===== config.mk =====
export PLATFORM = sky130hd
export DESIGN_NAME = exbus_cycle_gen
export DESIGN_NICKNAME = d
export VERILOG_FILES = /design/src/rtl/exbus_pkg.sv /design/src/rtl/exbus_phase_seq.sv /design/src/rtl/exbus_lane_map.sv /design/src/rtl/exbus_strobe_gen.sv /design/src/rtl/exbus_cycle_gen.sv
export SDC_FILE = /design/constraint.sdc
export NUM_CORES = 1
export LEC_CHECK = 0
export CAP_MARGIN = 20
export CORE_AREA = 2 2 114 116
export DETAILED_ROUTE_END_ITERATION = 10
export DIE_AREA = 0 0 116 118
export GPL_TIMING_DRIVEN = 0
export HOLD_SLACK_MARGIN = 0.02
export PLACE_DENSITY_LB_ADDON = 0.2
export SETUP_SLACK_MARGIN = 0.3
export SLEW_MARGIN = 20
export SYNTH_ARGS = -nofsm -noshare
export SYNTH_HDL_FRONTEND = slang
export SYNTH_SLANG_ARGS = --single-unit
export TNS_END_PERCENT = 10

===== constraint.sdc =====
create_clock -name clk -period 6.27 [get_ports clk]
set_input_delay 1.254 -clock clk [delete_from_list [all_inputs] [get_ports clk]]
set_output_delay 1.254 -clock clk [all_outputs]
set_load 0.02 [all_outputs]

===== src/rtl/exbus_pkg.sv =====
package exbus_pkg;

    localparam int SHORT_EXT_W = 2;
    localparam int LONG_EXT_W  = 4;

    typedef enum logic [2:0] {
        PH_IDLE   = 3'd0,
        PH_ADDR   = 3'd1,
        PH_SETUP  = 3'd2,
        PH_STROBE = 3'd3,
        PH_HOLD   = 3'd4,
        PH_RECOV  = 3'd5
    } phase_e;

    typedef enum logic [1:0] {
        CT_SPLIT   = 2'd0,
        CT_DSTROBE = 2'd1,
        CT_HOST    = 2'd2,
        CT_BAD     = 2'd3
    } cyc_e;

    typedef struct packed {
        logic [SHORT_EXT_W-1:0] t_addr;
        logic [SHORT_EXT_W-1:0] t_setup;
        logic [LONG_EXT_W-1:0]  t_strobe;
        logic [SHORT_EXT_W-1:0] t_hold;
        logic [LONG_EXT_W-1:0]  t_recov;
    } timing_t;

endpackage


===== src/rtl/exbus_phase_seq.sv =====
module exbus_phase_seq
    import exbus_pkg::*;
(
    input  logic    clk,
    input  logic    rst_n,
    input  logic    start,
    input  timing_t tim,
    input  logic    hold_for_rdy,
    input  logic    rdy_ok,
    output phase_e  phase,
    output logic    strobe_last,
    output logic    done
);

    typedef struct packed {
        phase_e                ph;
        logic [LONG_EXT_W-1:0] cnt;
        logic                  done;
    } seq_t;

    seq_t s_q, s_d;
    logic cnt_zero;

    always_comb begin
        s_d         = s_q;
        s_d.done    = 1'b0;
        strobe_last = 1'b0;
        cnt_zero    = (s_q.cnt == '0);
        unique case (s_q.ph)
            PH_IDLE: begin
                if (start) begin
                    s_d.ph  = PH_ADDR;
                    s_d.cnt = LONG_EXT_W'(tim.t_addr);
                end
            end
            PH_ADDR: begin
                if (!cnt_zero) begin
                    s_d.cnt = s_q.cnt - LONG_EXT_W'(1);
                end else begin
                    s_d.ph  = PH_SETUP;
                    s_d.cnt = LONG_EXT_W'(tim.t_setup);
                end
            end
            PH_SETUP: begin
                if (!cnt_zero) begin
                    s_d.cnt = s_q.cnt - LONG_EXT_W'(1);
                end else begin
                    s_d.ph  = PH_STROBE;
                    s_d.cnt = tim.t_strobe;
                end
            end
            PH_STROBE: begin
                if (!cnt_zero) begin
                    s_d.cnt = s_q.cnt - LONG_EXT_W'(1);
                end else if (!hold_for_rdy || rdy_ok) begin
                    strobe_last = 1'b1;
                    s_d.ph      = PH_HOLD;
                    s_d.cnt     = LONG_EXT_W'(tim.t_hold);
                end
            end
            PH_HOLD: begin
                if (!cnt_zero) begin
                    s_d.cnt = s_q.cnt - LONG_EXT_W'(1);
                end else begin
                    s_d.ph  = PH_RECOV;
                    s_d.cnt = tim.t_recov;
                end
            end
            PH_RECOV: begin
                if (!cnt_zero) begin
                    s_d.cnt = s_q.cnt - LONG_EXT_W'(1);
                end else begin
                    s_d.ph   = PH_IDLE;
                    s_d.cnt  = '0;
                    s_d.done = 1'b1;
                end
            end
            default: begin
                s_d.ph  = PH_IDLE;
                s_d.cnt = '0;
            end
        endcase
    end

    always_ff @(posedge clk or negedge rst_n) begin
        if (!rst_n) begin
            s_q <= '0;
        end else begin
            s_q <= s_d;
        end
    end

    assign phase = s_q.ph;
    assign done  = s_q.done;

endmodule


===== src/rtl/exbus_lane_map.sv =====
module exbus_lane_map #(
    parameter int ADDR_W = 16,
    parameter int BUS_W  = 16
) (
    input  logic [ADDR_W-1:0] addr,
    input  logic [BUS_W-1:0]  wdata,
    input  logic [1:0]        be,
    input  logic              write,
    input  logic              byte_bus,
    input  logic              byte_rd_ok,
    input  logic [BUS_W-1:0]  bus_rdata,
    output logic [ADDR_W-1:0] bus_addr,
    output logic [1:0]        be_n,
    output logic [BUS_W-1:0]  wdata_bus,
    output logic [BUS_W-1:0]  rdata
);

    localparam int LANE_W = BUS_W / 2;

    logic hi_sel;
    logic single_lane;

    always_comb begin
        hi_sel      = (be == 2'b10);
        single_lane = (be == 2'b01) || (be == 2'b10);
        if (byte_bus) begin
            bus_addr  = {addr[ADDR_W-1:1], hi_sel};
            be_n      = 2'b10;
            wdata_bus = {{LANE_W{1'b0}},
                         hi_sel ? wdata[BUS_W-1:LANE_W] : wdata[LANE_W-1:0]};
            rdata     = hi_sel ? {bus_rdata[LANE_W-1:0], {LANE_W{1'b0}}}
                               : {{LANE_W{1'b0}}, bus_rdata[LANE_W-1:0]};
        end else begin
            bus_addr  = addr;
            wdata_bus = wdata;
            rdata     = bus_rdata;
            if (write || (byte_rd_ok && single_lane)) begin
                be_n = ~be;
            end else begin
                be_n = 2'b00;
            end
        end
    end

endmodule


===== src/rtl/exbus_strobe_gen.sv =====
module exbus_strobe_gen
    import exbus_pkg::*;
(
    input  phase_e phase,
    input  cyc_e   ctype,
    input  logic   is_write,
    input  logic   wr_ok,
    input  logic   mux,
    output logic   cs_n,
    output logic   rd_n,
    output logic   wr_n,
    output logic   ds_n,
    output logic   rnw,
    output logic   ale,
    output logic   d_oe
);

    logic busy;
    logic in_cs;
    logic strobe_on;
    logic split;

    always_comb begin
        busy      = (phase != PH_IDLE);
        in_cs     = (phase == PH_SETUP) || (phase == PH_STROBE) || (phase == PH_HOLD);
        strobe_on = (phase == PH_STROBE) && (!is_write || wr_ok);
        split     = (ctype == CT_SPLIT);
        cs_n      = !in_cs;
        rd_n      = !(strobe_on && split && !is_write);
        wr_n      = !(strobe_on && split && is_write);
        ds_n      = !(strobe_on && !split);
        rnw       = !(busy && is_write && !split);
        ale       = (phase == PH_ADDR) && mux;
        d_oe      = ale || (in_cs && is_write && wr_ok);
    end

endmodule


===== src/rtl/exbus_cycle_gen.sv =====
module exbus_cycle_gen
    import exbus_pkg::*;
#(
    parameter int ADDR_W = 16,
    parameter int BUS_W  = 16
) (
    input  logic                   clk,
    input  logic                   rst_n,
    input  logic                   req_valid,
    output logic                   req_ready,
    input  logic                   req_write,
    input  logic [ADDR_W-1:0]      req_addr,
    input  logic [BUS_W-1:0]       req_wdata,
    input  logic [1:0]             req_be,
    output logic                   rsp_done,
    output logic [BUS_W-1:0]       rsp_rdata,
    input  logic [SHORT_EXT_W-1:0] cfg_t_addr,
    input  logic [SHORT_EXT_W-1:0] cfg_t_setup,
    input  logic [LONG_EXT_W-1:0]  cfg_t_strobe,
    input  logic [SHORT_EXT_W-1:0] cfg_t_hold,
    input  logic [LONG_EXT_W-1:0]  cfg_t_recov,
    input  logic [1:0]             cfg_cycle_type,
    input  logic                   cfg_byte_rd_ok,
    input  logic                   cfg_rdy_high,
    input  logic                   cfg_mux_ad,
    input  logic                   cfg_wr_en,
    input  logic                   cfg_byte_bus,
    output logic                   err_cfg,
    output logic [ADDR_W-1:0]      bus_addr,
    output logic                   bus_cs_n,
    output logic                   bus_rd_n,
    output logic                   bus_wr_n,
    output logic                   bus_ds_n,
    output logic                   bus_rnw,
    output logic                   bus_ale,
    output logic [1:0]             bus_be_n,
    output logic [BUS_W-1:0]       bus_d_out,
    output logic                   bus_d_oe,
    input  logic [BUS_W-1:0]       bus_d_in,
    input  logic                   bus_rdy
);

    typedef struct packed {
        logic [ADDR_W-1:0] addr;
        logic [BUS_W-1:0]  wdata;
        logic [1:0]        be;
        logic              write;
        timing_t           tim;
        cyc_e              ctype;
        logic              byte_rd_ok;
        logic              rdy_high;
        logic              mux;
        logic              wr_ok;
        logic              byte_bus;
        logic [BUS_W-1:0]  rdata;
        logic              err;
    } state_t;

    state_t r_q, r_d;

    phase_e            phase;
    logic              strobe_last;
    logic              seq_done;
    timing_t           cfg_tim;
    timing_t           seq_tim;
    logic              accept;
    logic              rdy_ok;
    logic [ADDR_W-1:0] map_addr;
    logic [1:0]        map_be_n;
    logic [BUS_W-1:0]  map_wdata;
    logic [BUS_W-1:0]  map_rdata;

    always_comb begin
        cfg_tim = '{t_addr:   cfg_t_addr,
                    t_setup:  cfg_t_setup,
                    t_strobe: cfg_t_strobe,
                    t_hold:   cfg_t_hold,
                    t_recov:  cfg_t_recov};
        accept  = req_valid && (phase == PH_IDLE);
        seq_tim = accept ? cfg_tim : r_q.tim;
        rdy_ok  = r_q.rdy_high ? bus_rdy : !bus_rdy;

        r_d = r_q;
        if (accept) begin
            r_d.addr       = req_addr;
            r_d.wdata      = req_wdata;
            r_d.be         = req_be;
            r_d.write      = req_write;
            r_d.tim        = cfg_tim;
            r_d.byte_rd_ok = cfg_byte_rd_ok;
            r_d.rdy_high   = cfg_rdy_high;
            r_d.mux        = cfg_mux_ad;
            r_d.wr_ok      = cfg_wr_en;
            r_d.byte_bus   = cfg_byte_bus;
            if (cfg_cycle_type == CT_BAD) begin
                r_d.ctype = CT_SPLIT;
                r_d.err   = 1'b1;
            end else begin
                r_d.ctype = cyc_e'(cfg_cycle_type);
            end
        end
        if (strobe_last && !r_q.write) begin
            r_d.rdata = map_rdata;
        end
    end

    always_ff @(posedge clk or negedge rst_n) begin
        if (!rst_n) begin
            r_q <= '0;
        end else begin
            r_q <= r_d;
        end
    end

    exbus_phase_seq u_seq (
        .clk          (clk),
        .rst_n        (rst_n),
        .start        (accept),
        .tim          (seq_tim),
        .hold_for_rdy (r_q.ctype == CT_HOST),
        .rdy_ok       (rdy_ok),
        .phase        (phase),
        .strobe_last  (strobe_last),
        .done         (seq_done)
    );

    exbus_lane_map #(
        .ADDR_W (ADDR_W),
        .BUS_W  (BUS_W)
    ) u_lane (
        .addr       (r_q.addr),
        .wdata      (r_q.wdata),
        .be         (r_q.be),
        .write      (r_q.write),
        .byte_bus   (r_q.byte_bus),
        .byte_rd_ok (r_q.byte_rd_ok),
        .bus_rdata  (bus_d_in),
        .bus_addr   (map_addr),
        .be_n       (map_be_n),
        .wdata_bus  (map_wdata),
        .rdata      (map_rdata)
    );

    exbus_strobe_gen u_strb (
        .phase    (phase),
        .ctype    (r_q.ctype),
        .is_write (r_q.write),
        .wr_ok    (r_q.wr_ok),
        .mux      (r_q.mux),
        .cs_n     (bus_cs_n),
        .rd_n     (bus_rd_n),
        .wr_n     (bus_wr_n),
        .ds_n     (bus_ds_n),
        .rnw      (bus_rnw),
        .ale      (bus_ale),
        .d_oe     (bus_d_oe)
    );

    assign req_ready = (phase == PH_IDLE);
    assign rsp_done  = seq_done;
    assign rsp_rdata = r_q.rdata;
    assign err_cfg   = r_q.err;
    assign bus_addr  = map_addr;
    assign bus_be_n  = (phase == PH_IDLE) ? 2'b11 : map_be_n;
    assign bus_d_out = bus_ale ? BUS_W'(r_q.addr) : map_wdata;

endmodule


==> results of run 1 <==
-- worst max-delay path, cell delays in order (launching register included) --
cell	delay [ns]
dfrtp_1	0.32
clkbuf_1	0.27
nor3b_1	0.46
and2_1	0.20
clkbuf_1	0.29
clkbuf_1	0.46
nand2_1	0.15
o21ai_1	0.12
clkdlybuf4s50_1	0.62
-- stage by stage --
stage | hold WS, ns | utilization | total power, mW | instances
2_1_floorplan | 0.4374 | - | 1.980 | 513
3_3_place_gp | 0.4564 | 0.4727 | 2.656 | 820
3_5_place_dp | 0.4576 | 0.4747 | 2.685 | 821
4_1_cts | 0.4723 | 0.4968 | 3.192 | 837
5_1_grt | 0.5013 | 0.4968 | 3.396 | 837
6_report | 0.4715 | 0.4968 | 3.167 | 837
-- metal layers --
metal	vias up	part of all wire	global-route usage
met5	-	0	0
met4	0	0.020	0.06920
met3	18	0.071	0.04480
met2	142	0.45	0.3048
met1	1852	0.46	0.2511
li1	1953	-	-
-- power groups by stage --
stage / logic (mW) / registers (mW) / clock network (mW)
2_1_floorplan: 1.09 / 0.887 / 0
3_3_place_gp: 1.73 / 0.927 / 0
3_5_place_dp: 1.75 / 0.938 / 0
4_1_cts: 1.76 / 0.931 / 0.500
5_1_grt: 1.91 / 0.965 / 0.518
6_report: 1.75 / 0.933 / 0.489
-- state kept, by name, indices dropped and copies added, names as in the netlist --
signal and cells:
r_q 56, u_seq.done 1, err_cfg 1, u_seq.phase 3, u_seq.s_q 4, rsp_rdata 16
-- logic make-up (layout without fill, tap and decap cells) --
group           Yosys count  count (layout)  share of synthesized area
buf+inv                  68             220                    0.09133
fa+ha+maj                 3               3                   0.008727
compound gates           80              80                     0.1213
mux                      14              14                    0.03258
xor+xnor                  1               1                   0.002036
flops                    81              81                     0.4712
simple gates            266             266                     0.2728
-- final cells by class --
class	count	area [sq um]
Clock buffer	11	242.7
Clock inverter	5	31.28
Tap cell	172	215.2
Timing Repair Buffer	136	1376
Sequential cell	81	2027
Multi-Input combinational cell	364	1882
Inverter	6	22.52
Fill cell	1233	6247
Buffer	62	370.4
-- worst max-delay path by stage --
| stage | startpoint | endpoint | slack (ns) |
|---|---|---|---|
| after global routing | u_seq.phase[0]$_DFFE_PN0P_ | bus_d_out[10] | 1.59 |
| after CTS | u_seq.phase[0]$_DFFE_PN0P_ | bus_d_out[10] | 1.79 |
| after global placement | rst_n | rsp_rdata[8]$_DFFE_PN0P_ | 0.93 |
| final | u_seq.phase[0]$_DFFE_PN0P_ | bus_d_out[13] | 1.78 |
| after floorplan | u_seq.phase[0]$_DFFE_PN0P_ | bus_d_out[10] | 3.13 |
| after detailed placement | u_seq.phase[0]$_DFFE_PN0P_ | bus_d_out[14] | 2.17 |
-- cells in the mapped netlist (all sizes together), types with 3 or more instances --
cell type	count	share of area
nor4	3	0.0044
buf	36	0.063
o21ai	42	0.058
nand2	208	0.18
nor2	6	0.0052
ha	3	0.0087
mux2i	14	0.033
dfrtp	81	0.47
nand2b	12	0.017
o211ai	4	0.0070
or4	3	0.0061
or3	3	0.0044
clkbuf	26	0.023
nor3b	4	0.0070
nor2b	10	0.015
and2	3	0.0044
a21oi	11	0.013
nor4b	5	0.012
inv	6	0.0052
nand3	3	0.0035
==> metrics, run 1 <==
# nets final 739; setup ws final 1.778 ns; Hold Path Class reg2reg; Initial Util 0.3465; CTS tree built; RSZ-0062 raised after global routing no; LEAKAGE 2.833 nW; Post-synth ARST share 1.000; Post-Syn Area 4302 sq um; NetSw 1.324 mW; worst hold path startpoint r_q[19]$_DFFE_PN0N_; Max Cap Violations 0; reg2reg end rsp_rdata[14]$_DFFE_PN0P_; slew margin rel. 0.5033; commonest non-fill, non-tap cell in the layout nand2_1; Cells after Synth 513; Min-Delay Endpoint r_q[19]$_DFFE_PN0N_; Final HPWL DP 9.544 mm; Crit path required time 5.02 ns; vias in the first global route 4157; final clock period utilization by the worst path 0.7164; Worst Path Class, Setup reg2out; IO Port Bufs 135; DRC viols 0; worst r2r path cells 8; setup TNS 0 ns; clk_skew 0.007332 ns; clk root buf clkbuf_16; row count 41; mean post-synth cell area 8.385 sq um; Routed WL 12.79 mm; EDFF count, synth 0; Netlist cell types 49; reg2reg start u_seq.s_q[1]$_DFFE_PN0P_; Via density 4.737; clk_lat worst skew 0.33 ns; status completed; Peak VDD IR 252.2 uV; Max clock buf depth 2; Sw Ratio 0.4182; largest net degree at the start of global routing 50; min Tclk post-route 4.492 ns; layout cells sized above 1 0.09774; final-report hold violation count 0; Reg clk slew, reported paths 0.06 ns; Hold Buf Count CTS 0; antenna-violating nets left 0; Placed Area 5893 sq um; first-pass GRT wire length 20.60 mm; #FFs+latches synth 81; Seq/Total Area, Yosys 0.4712; R2R Setup Slk 3.83 ns; dpl ws 2.170 ns; router iterations before antenna repair 6; DRT iter0 DRCs 210; Post-Layout Inst Area 6167 sq um; Synthesized Nets 592; I/O Pins 136; Placeable Area 12410 sq um; internal power 1.842 mW; gp weighted congestion 0.8988; worst-path fanout max 10; Vias 3965; worst slew pin tran 0.7418 ns; Num CTS Buffers 9; gr ovfl total 0; achievable frequency 222.6 MHz; H-tree depth 3; Die H 118 microns; crit path DAT 3.24 ns; Slew Limit Fails 0; final count of negative-setup-slack endpoints 0; Clock power frac 0.154; Ys Warns 0; n_diodes 0; CP startpoint kind flip-flop; Sequential Power Share 0.295; Die X 116 microns; cts repair resizes 0; WL/cell 15.28 microns; Logic pwr share 0.551; Pwr Density 513.5 nW/um^2; prevailing post-synth register cell dfrtp_1; clock sink total 81; Total GRT Usage 0.1908; hold path depth 2; Layout area overhead 43.37%; commonest cells after routing, fill and taps aside nand2_1 (208), clkdlybuf4s50_1 (134), dfrtp_1 (81); die footprint 13690 sq um; CP Capture Type output pin; setup bufs post-CTS 0; initial antenna violation count 0
Power figures use the tool's default switching activity.
==> run 2, diff against run 1 <==
==> constraint.sdc (replaced) <==
create_clock -name clk -period 4 [get_ports clk]
set_input_delay 0.8 -clock clk [delete_from_list [all_inputs] [get_ports clk]]
set_output_delay 0.8 -clock clk [all_outputs]
set_load 0.02 [all_outputs]
==> metrics, run 2 (synthesized netlist as in run 1, its figures left out) <==
setup ws final 0.4309 ns; clk_skew 0.007345 ns; CP startpoint kind flip-flop; Num CTS Buffers 9; router iterations before antenna repair 4; Initial Util 0.3465; clk root buf clkbuf_16; crit path max-delay cell type clkdlybuf4s50_1; Final Power 4.969 mW; status completed; Peak VDD IR 396.2 uV; achievable frequency 280.2 MHz; Crit path required time 3.20 ns; worst slew pin tran 0.7419 ns; FILL cells 1230; clk_lat worst skew 0.33 ns; worst-path cell chain clkbuf_1 -> nor3b_2 -> and2_1 -> clkbuf_2 -> clkbuf_2 -> nand2_1 -> o21ai_1 -> clkdlybuf4s50_1; commonest cells after routing, fill and taps aside nand2_1 (208), clkdlybuf4s50_1 (134), dfrtp_1 (81); CP Capture Type output pin; Max Cap Violations 0; Final HPWL DP 9.544 mm; Placeable Area 12410 sq um; dpl ws 0.3539 ns; Max clock buf depth 2; initial antenna violation count 0; slew margin rel. 0.5032; layout cells sized above 1 0.1053; worst path bufs/invs 4; die footprint 13690 sq um; final count of negative-setup-slack endpoints 0; # nets final 739; IO Port Bufs 135; WL/cell 15.26 microns; commonest non-fill, non-tap cell in the layout nand2_1; gp weighted congestion 0.8988; Hold Path Class in2async; CTS tree built; most used cell, CP clkbuf_2; Reg clk slew, reported paths 0.06 ns; Worst Path Class, Setup reg2out; R2R Setup Slk 1.58 ns; row count 41; largest net degree at the start of global routing 50; CP delay by family, top buffers and inverters; RSZ-0062 raised after global routing yes; final clock period utilization by the worst path 0.8923; LEAKAGE 2.849 nW; Largest register FFs 56; Top reg by flops r_q; clock sink total 81; Pwr Density 804.4 nW/um^2; Routed WL 12.77 mm; min Tclk post-route 3.569 ns; worst-path fanout max 10; gr ovfl total 0; H-tree depth 3; I/O Pins 136; Layout area overhead 43.60%; Die H 118 microns; DRT iter0 DRCs 209; max incr delay on CP 0.64 ns; Vias 3978; crit path DAT 2.77 ns; antenna-violating nets left 0; DRC viols 0; vias in the first global route 4163; Die X 116 microns; Slew Limit Fails 0; n_diodes 0; Total GRT Usage 0.1914; first-pass GRT wire length 20.65 mm; Via density 4.753; final-report hold violation count 0
## run 2: cell types whose count changed in the layout (fill, tap and decap cells not counted)
cell and change:
clkbuf_2 +4, nor3b_2 +1, nor3b_1 -1, clkbuf_1 -4
## run 2: where the power goes
group / internal (mW) / switching, mW / leakage, nW
Clock: 0.435 / 0.331 / 0.135
Combinational: 1.27 / 1.47 / 1.70
Sequential: 1.19 / 0.269 / 1.02
## run 2: through the flow
stage	util	cell area (sq um)	TNS, ns	hold slack (ns)	instances
floorplan	-	4302	0	0.4374	513
global placement	0.4727	5868	-70.99	0.4564	820
detailed placement	0.4747	5893	0	0.4576	821
CTS	0.4975	6176	0	0.4257	837
global route	0.4976	6177	0	0.4450	837
finish	0.4976	6177	0	0.4183	837
## run 2: repair_timing
| item | in CTS | in global routing |
|---|---|---|
| gates resized for setup | 4 | 2 |
| buffers inserted | 0 | 0 |
| setup endpoints to repair | 18 | 6 |
| hold buffers | 0 | 0 |
| cloned | 0 | 0 |
## run 2: area by class of cell
cell class                      count  area (sq um)  area share
Sequential cell                    81          2027      0.3281
Multi-Input combinational cell    364          1887      0.3054
Clock buffer                       11         242.7     0.03930
Clock inverter                      5         31.28    0.005064
Timing Repair Buffer              136          1376      0.2228
Tap cell                          172         215.2     0.03484
Buffer                             62         375.4     0.06077
Inverter                            6         22.52    0.003646
## run 2: worst paths after layout
path | from | endpoint | cells past startpoint
worst max-delay path | u_seq.phase[0]$_DFFE_PN0P_ | bus_d_out[14] | 8
worst min-delay path | rst_n | r_q[70]$_DFFE_PN0N_ | 1
worst min register to register | r_q[19]$_DFFE_PN0N_ | r_q[19]$_DFFE_PN0N_ | 2
max in group asynchronous | rst_n | rsp_rdata[9]$_DFFE_PN0P_ | 2
worst max register to register | u_seq.phase[1]$_DFFE_PN0P_ | r_q[25]$_DFFE_PN0N_ | 6
min in group clk | r_q[19]$_DFFE_PN0N_ | r_q[19]$_DFFE_PN0N_ | 2
## run 2: per-layer routing
layer	up-vias	wire, microns	GRT usage
met2	145	5822	0.3067
met1	1864	5847	0.2511
met5	-	0	0
li1	1953	-	-
met3	16	868	0.04480
met4	0	231	0.06920
